[config.mk]
export PLATFORM = sky130hd
export DESIGN_NAME = tri_plane_row_ser
export DESIGN_NICKNAME = d
export VERILOG_FILES = /design/src/rtl/trs_pkg.sv /design/src/rtl/trs_ctrl.sv /design/src/rtl/trs_addr.sv /design/src/rtl/trs_plane_shift.sv /design/src/rtl/tri_plane_row_ser.sv
export SDC_FILE = /design/constraint.sdc
export NUM_CORES = 1
export LEC_CHECK = 0
export CAP_MARGIN = 20
export CORE_ASPECT_RATIO = 1.25
export CORE_MARGIN = 2
export CORE_UTILIZATION = 25
export CTS_BUF_LIST = sky130_fd_sc_hd__clkbuf_16
export DETAILED_ROUTE_END_ITERATION = 8
export PLACE_DENSITY = 0.57
export REMOVE_ABC_BUFFERS = 1
export SETUP_SLACK_MARGIN = 0.5
export SYNTH_ARGS = -nofsm -noshare
export SYNTH_HDL_FRONTEND = slang
export SYNTH_SLANG_ARGS = --single-unit
[constraint.sdc]
create_clock -name clk -period 2.6 [get_ports clk]
set_input_delay 0.52 -clock clk [delete_from_list [all_inputs] [get_ports clk]]
set_output_delay 0.52 -clock clk [all_outputs]
set_load 0.1 [all_outputs]
[src/rtl/trs_pkg.sv]
package trs_pkg;
  localparam int TRS_MA_W   = 14;
  localparam int TRS_RA_W   = 5;
  localparam int TRS_OFF_W  = 13;
  localparam int TRS_CNT_W  = 8;
  localparam int TRS_BYTE_W = 8;
  localparam int TRS_NPLANE = 3;
  // plane slot within the colour index
  localparam int SLOT_RED = 0;
  localparam int SLOT_GRN = 1;
  localparam int SLOT_BLU = 2;
endpackage

[src/rtl/trs_ctrl.sv]
module trs_ctrl #(
  parameter int CNT_W = 8,
  parameter int DOT_W = 3
) (
  input  logic             clk,
  input  logic             rst_n,
  input  logic             row_start,
  input  logic [CNT_W-1:0] char_count,
  output logic             load,
  output logic             busy
);
  localparam logic [DOT_W-1:0] DOT_LAST = '1;

  logic             prime_q, prime_d;
  logic             busy_q,  busy_d;
  logic [DOT_W-1:0] dot_q,   dot_d;
  logic [CNT_W-1:0] left_q,  left_d;

  always_comb begin
    prime_d = prime_q;
    busy_d  = busy_q;
    dot_d   = dot_q;
    left_d  = left_q;
    load    = 1'b0;
    if (row_start) begin
      prime_d = (char_count != '0);
      busy_d  = 1'b0;
      left_d  = char_count;
      dot_d   = '0;
    end else if (prime_q) begin
      prime_d = 1'b0;
      busy_d  = 1'b1;
      left_d  = left_q - CNT_W'(1);
      dot_d   = '0;
      load    = 1'b1;
    end else if (busy_q) begin
      if (dot_q == DOT_LAST) begin
        dot_d = '0;
        if (left_q != '0) begin
          load   = 1'b1;
          left_d = left_q - CNT_W'(1);
        end else begin
          busy_d = 1'b0;
        end
      end else begin
        dot_d = dot_q + DOT_W'(1);
      end
    end
  end

  always_ff @(posedge clk or negedge rst_n) begin
    if (!rst_n) begin
      prime_q <= 1'b0;
      busy_q  <= 1'b0;
      dot_q   <= '0;
      left_q  <= '0;
    end else begin
      prime_q <= prime_d;
      busy_q  <= busy_d;
      dot_q   <= dot_d;
      left_q  <= left_d;
    end
  end

  assign busy = busy_q;

  a_r9_one_phase: assert property (@(posedge clk) disable iff (!rst_n)
    $onehot0({prime_q, busy_q}));
  a_r6_empty_row: assert property (@(posedge clk) disable iff (!rst_n)
    (row_start && char_count == '0) |=> (!busy_q && !prime_q));
  a_r9_no_gap: assert property (@(posedge clk) disable iff (!rst_n)
    (busy_q && !row_start && dot_q != DOT_LAST) |=> busy_q);
  a_r8_abort: assert property (@(posedge clk) disable iff (!rst_n)
    row_start |=> !busy_q);
endmodule

[src/rtl/trs_addr.sv]
module trs_addr #(
  parameter int MA_W  = 14,
  parameter int RA_W  = 5,
  parameter int OFF_W = 13,
  parameter int MA_SH = 2,
  parameter int RA_SH = 5
) (
  input  logic             clk,
  input  logic             rst_n,
  input  logic             row_start,
  input  logic             load,
  input  logic [MA_W-1:0]  ma,
  input  logic [RA_W-1:0]  ra,
  input  logic             green_alt,
  output logic [OFF_W-1:0] rd_off,
  output logic             gsel
);
  localparam int SUM_W = ((MA_W + MA_SH > RA_W + RA_SH) ? MA_W + MA_SH : RA_W + RA_SH) + 1;

  logic [OFF_W-1:0] base;
  logic [OFF_W-1:0] off_q, off_d;
  logic             gsel_q, gsel_d;

  assign base = OFF_W'((SUM_W'(ma) << MA_SH) + (SUM_W'(ra) << RA_SH));

  always_comb begin
    off_d  = off_q;
    gsel_d = gsel_q;
    if (row_start) begin
      off_d  = base;
      gsel_d = green_alt;
    end else if (load) begin
      off_d  = off_q + OFF_W'(1);
    end
  end

  always_ff @(posedge clk or negedge rst_n) begin
    if (!rst_n) begin
      off_q  <= '0;
      gsel_q <= 1'b0;
    end else begin
      off_q  <= off_d;
      gsel_q <= gsel_d;
    end
  end

  assign rd_off = off_q;
  assign gsel   = gsel_q;

  a_r3_step: assert property (@(posedge clk) disable iff (!rst_n)
    (load && !row_start) |=> rd_off == OFF_W'($past(rd_off) + OFF_W'(1)));
  a_r5_capture: assert property (@(posedge clk) disable iff (!rst_n)
    row_start |=> gsel == $past(green_alt));
  a_r5_hold: assert property (@(posedge clk) disable iff (!rst_n)
    !row_start |=> $stable(gsel));
endmodule

[src/rtl/trs_plane_shift.sv]
module trs_plane_shift #(
  parameter int W = 8
) (
  input  logic         clk,
  input  logic         rst_n,
  input  logic         load,
  input  logic         shift,
  input  logic [W-1:0] din,
  output logic         msb
);
  logic [W-1:0] sh_q, sh_d;

  always_comb begin
    sh_d = sh_q;
    if (load)       sh_d = din;
    else if (shift) sh_d = {sh_q[W-2:0], 1'b0};
  end

  always_ff @(posedge clk or negedge rst_n) begin
    if (!rst_n) sh_q <= '0;
    else        sh_q <= sh_d;
  end

  assign msb = sh_q[W-1];

  a_r4_load: assert property (@(posedge clk) disable iff (!rst_n)
    load |=> sh_q == $past(din));
  a_r4_shift: assert property (@(posedge clk) disable iff (!rst_n)
    (shift && !load) |=> msb == $past(sh_q[W-2]));
endmodule

[src/rtl/tri_plane_row_ser.sv]
module tri_plane_row_ser
  import trs_pkg::*;
#(
  parameter int MA_W   = TRS_MA_W,
  parameter int RA_W   = TRS_RA_W,
  parameter int OFF_W  = TRS_OFF_W,
  parameter int CNT_W  = TRS_CNT_W,
  parameter int BYTE_W = TRS_BYTE_W
) (
  input  logic                  clk,
  input  logic                  rst_n,
  input  logic                  row_start,
  input  logic [MA_W-1:0]       ma,
  input  logic [RA_W-1:0]       ra,
  input  logic [CNT_W-1:0]      char_count,
  input  logic                  green_alt,
  input  logic                  disp_en,
  input  logic [BYTE_W-1:0]     red_data,
  input  logic [BYTE_W-1:0]     blue_data,
  input  logic [BYTE_W-1:0]     green_data,
  output logic [OFF_W-1:0]      rd_off,
  output logic                  gplane_sel,
  output logic [TRS_NPLANE-1:0] pix_idx
);
  localparam int DOT_W = $clog2(BYTE_W);

  logic                  load, busy;
  logic [BYTE_W-1:0]     plane_din [TRS_NPLANE];
  logic [TRS_NPLANE-1:0] msb;

  trs_ctrl #(.CNT_W(CNT_W), .DOT_W(DOT_W)) ctrl_i (
    .clk(clk), .rst_n(rst_n), .row_start(row_start),
    .char_count(char_count), .load(load), .busy(busy));

  trs_addr #(.MA_W(MA_W), .RA_W(RA_W), .OFF_W(OFF_W), .MA_SH(2), .RA_SH(5)) addr_i (
    .clk(clk), .rst_n(rst_n), .row_start(row_start), .load(load),
    .ma(ma), .ra(ra), .green_alt(green_alt),
    .rd_off(rd_off), .gsel(gplane_sel));

  assign plane_din[SLOT_RED] = red_data;
  assign plane_din[SLOT_GRN] = green_data;
  assign plane_din[SLOT_BLU] = blue_data;

  for (genvar p = 0; p < TRS_NPLANE; p++) begin : g_plane
    trs_plane_shift #(.W(BYTE_W)) shift_i (
      .clk(clk), .rst_n(rst_n), .load(load), .shift(busy),
      .din(plane_din[p]), .msb(msb[p]));
  end

  assign pix_idx = (busy && disp_en) ? msb : '0;
endmodule

==> flow_metrics.env <==
export IMPL_syn_to_final_growth_pct=36.0
export IMPL_worstPathCellList="clkdlybuf4s50_1, ha_2, inv_2, fa_2, nor2b_2, o21ai_1, a21oi_1, xnor2_1, mux2i_1"
export IMPL_grt_pass1_vias=2406
export IMPL_drive_gt1_share_pct=24.3
export IMPL_status="complete, no violations"
export IMPL_cts_htree_levels=2
export IMPL_seq_area_sq_mm=0.00128
export IMPL_viasPerCell=4.45
export IMPL_antenna_left=0
export IMPL_seqPwrFrac_pct=41.8
export IMPL_path_buf_inv=2
export IMPL_grt_usage_pct=10.2
export IMPL_cp_slowest_cell="clkdlybuf4s50_1"
export IMPL_synth_seq_area_share_pct=42.9
export IMPL_rsz0062_at_grt="yes"
export IMPL_coreArea_sq_mm=0.0116
export IMPL_end_kind="flop"
export IMPL_critPathMaxFanout=2
export IMPL_setup_tns_ps=0
export IMPL_fillers=1206
export IMPL_powerDensity_mw_per_mm2=594
export IMPL_multi_input_area_sq_mm=0.00160
export IMPL_switching_share_pct=35.5
export IMPL_start_kind="primary input"
export IMPL_mostFrequentLayoutCell="dfrtp_1"
export IMPL_worst_pin_slew_ps=687
export IMPL_via_count=2351
export IMPL_pwr_share_comb_pct=31.9
export IMPL_ys_ff_latch=51
export IMPL_cpPeakStageDelay_ps=460
export IMPL_drc=0
export IMPL_p_int_w=0.00155
export IMPL_synth_top_cell_by_area="dfrtp_1"
export IMPL_synth_cell_types=44
export IMPL_synthTopCellsByArea="dfrtp_1 (43%), mux2i_1 (9.1%), o21ai_2 (5.9%)"
export IMPL_hold_violations=0
export IMPL_cts_num_sinks=51
export IMPL_cts_buffers=5
export IMPL_io_pins=73
export IMPL_slew_headroom_pct=54.2
export IMPL_grt_max_degree=36
export IMPL_synth_top_area_share_pct=42.9
export IMPL_layout_common_cells="dfrtp_1 (51), clkdlybuf4s50_1 (50), nand2_1 (27), mux2i_1 (27), buf_4 (22)"
export IMPL_reg2reg_from="ctrl_i.dot_q[0]"
export IMPL_skew_ps=5.18
export IMPL_nets=432
export IMPL_clkSlewWorstSetupHoldPaths_ps=70
export IMPL_clockRootBuffer="clkbuf_16"
export IMPL_worstSetupPathType="primary input to flop"
export IMPL_cts_buffer_depth=2
export IMPL_synth_edf_count=0
export IMPL_dieWidth_microns=102
export IMPL_grt_first_pass_wirelength_microns=10800
export IMPL_initial_utilization_pct=25.6
export IMPL_row_count=44
export IMPL_syn_avg_cell_area_sq_um=10.2
export IMPL_dieArea_sq_mm=0.0128
export IMPL_cp_top_family="adder cells"
export IMPL_irDropWorstVdd_mv=0.360
export IMPL_port_buffers=69
export IMPL_drv_slew=0
export IMPL_power_leakage_nw=1.69
export IMPL_power_switching_w=0.000853
export IMPL_ys_async_sr_fraction_pct=100
export IMPL_worstSetupStartpoint="ra[0]"
export IMPL_insertion_delay_ps=290
export IMPL_syn_cell_area_sq_mm=0.00297
export IMPL_synthCells=292
export IMPL_fin_crit_sh_pct=77.8
export IMPL_cap_violations=0
export IMPL_wl_microns=6390
export IMPL_max_freq_mhz=494
export IMPL_final_cell_area_sq_mm=0.00404
export IMPL_setup_viol=0
export IMPL_arrival_ps=2190
export IMPL_p_clk_share_pct=26.2
export IMPL_min_path_type="primary input to async pin"
export IMPL_post_drt_wl_per_cell_microns=12.1
export IMPL_diodes=0
export IMPL_first_pass_iters=4
export IMPL_antenna_found_initial=1
export IMPL_drtIter0Drc=94
export IMPL_cts_tree="done"
export IMPL_post_route_min_period_ps=2020
export IMPL_hpwl_microns=4680
export IMPL_overflow=0
export IMPL_ys_warnings_count=0
export IMPL_gp_congestion=0.810
export IMPL_placed_area_sq_mm=0.00384
export IMPL_synth_top_flop_cell="dfrtp_1"
export IMPL_critPathRequiredTime_ps=2770
export IMPL_die_height_microns=126
sequential cells by signal, indices dropped and copies added, names as in the netlist:
signal,cells
ctrl_i.busy,1
addr_i.rd_off,13
ctrl_i.dot_q,3
ctrl_i.left_q,8
addr_i.gsel,1
ctrl_i.prime_q,1
g_plane.shift_i.sh_q,24
power groups by stage:
stage / registers (W) / logic, W / clock network [W]
detailed placement: 0.00102 / 0.000763 / 0
finish: 0.00100 / 0.000767 / 0.000629
global route: 0.00102 / 0.000826 / 0.000693
CTS: 0.00100 / 0.000766 / 0.000661
floorplan: 0.00123 / 0.000294 / 0
global placement: 0.00101 / 0.000754 / 0
cell families (layout without fill, tap and decap cells):
| group | after synthesis | in the layout | share of synthesized area [%] |
|---|---|---|---|
| compound gates | 65 | 65 | 15.0 |
| flops | 51 | 51 | 42.9 |
| xor+xnor | 21 | 21 | 6.18 |
| mux | 28 | 28 | 9.47 |
| buf+inv | 22 | 97 | 3.91 |
| simple gates | 95 | 95 | 18.1 |
| fa+ha+maj | 10 | 10 | 4.46 |
layer usage:
layer	wire length, microns	vias up	track usage, %
met5	0	-	0
met4	45	0	2.15
met3	461	5	3.39
li1	-	1177	-
met2	3050	62	17.3
met1	2830	1107	12.6
area by class of cell:
class | count | area share, %
multi-input cells | 219 | 39.5
flip-flops and latches | 51 | 31.6
repair buffers | 80 | 19.6
well taps | 161 | 4.98
clock buffers | 5 | 3.09
inverters | 9 | 0.835
clock inverters | 3 | 0.371
worst paths after layout:
path	end	slack, ps	cells past startpoint
min in group clk	addr_i.gsel	520	1
max in group asynchronous	g_plane[2].shift_i.sh_q[5]	1760	2
max reg2reg	g_plane[0].shift_i.sh_q[6]	680	8
min reg2reg	addr_i.gsel	520	1
max	addr_i.rd_off[11]	580	9
min	addr_i.rd_off[10]	270	1
cell usage after synthesis, types with 2 or more instances:
library cell / number
o21ai_2: 20
nor4_1: 3
or3_1: 2
and4_1: 2
and3_1: 8
nor2_1: 11
o21ai_1: 8
inv_1: 8
o21ai_0: 17
nand2_2: 20
mux2i_1: 27
xnor2_1: 8
nor3_1: 7
clkbuf_1: 5
buf_6: 3
buf_4: 2
buf_2: 3
nand3_1: 4
nand2_1: 27
dfrtp_1: 51
a21oi_1: 10
xor2_1: 13
ha_1: 9
nand4_1: 4
repair_timing:
| item | in CTS | in global routing |
|---|---|---|
| setup buffers | 1 | 5 |
| resized for setup | 0 | 9 |
| hold buffers | 0 | 0 |
| pin swaps | 2 | 5 |
| endpoints found under the setup margin | 18 | 31 |
metrics by stage:
stage	power (W)	cells	setup slack [ps]	hold slack, ps	utilization, %
2_1_floorplan	0.00152	279	93.0	224	-
3_5_place_dp	0.00178	514	175	511	33.0
5_1_grt	0.00254	528	455	312	34.8
6_report	0.00240	528	576	272	34.8
3_3_place_gp	0.00177	514	182	494	33.0
4_1_cts	0.00243	523	506	297	34.3
Power figures use the tool's default switching activity.
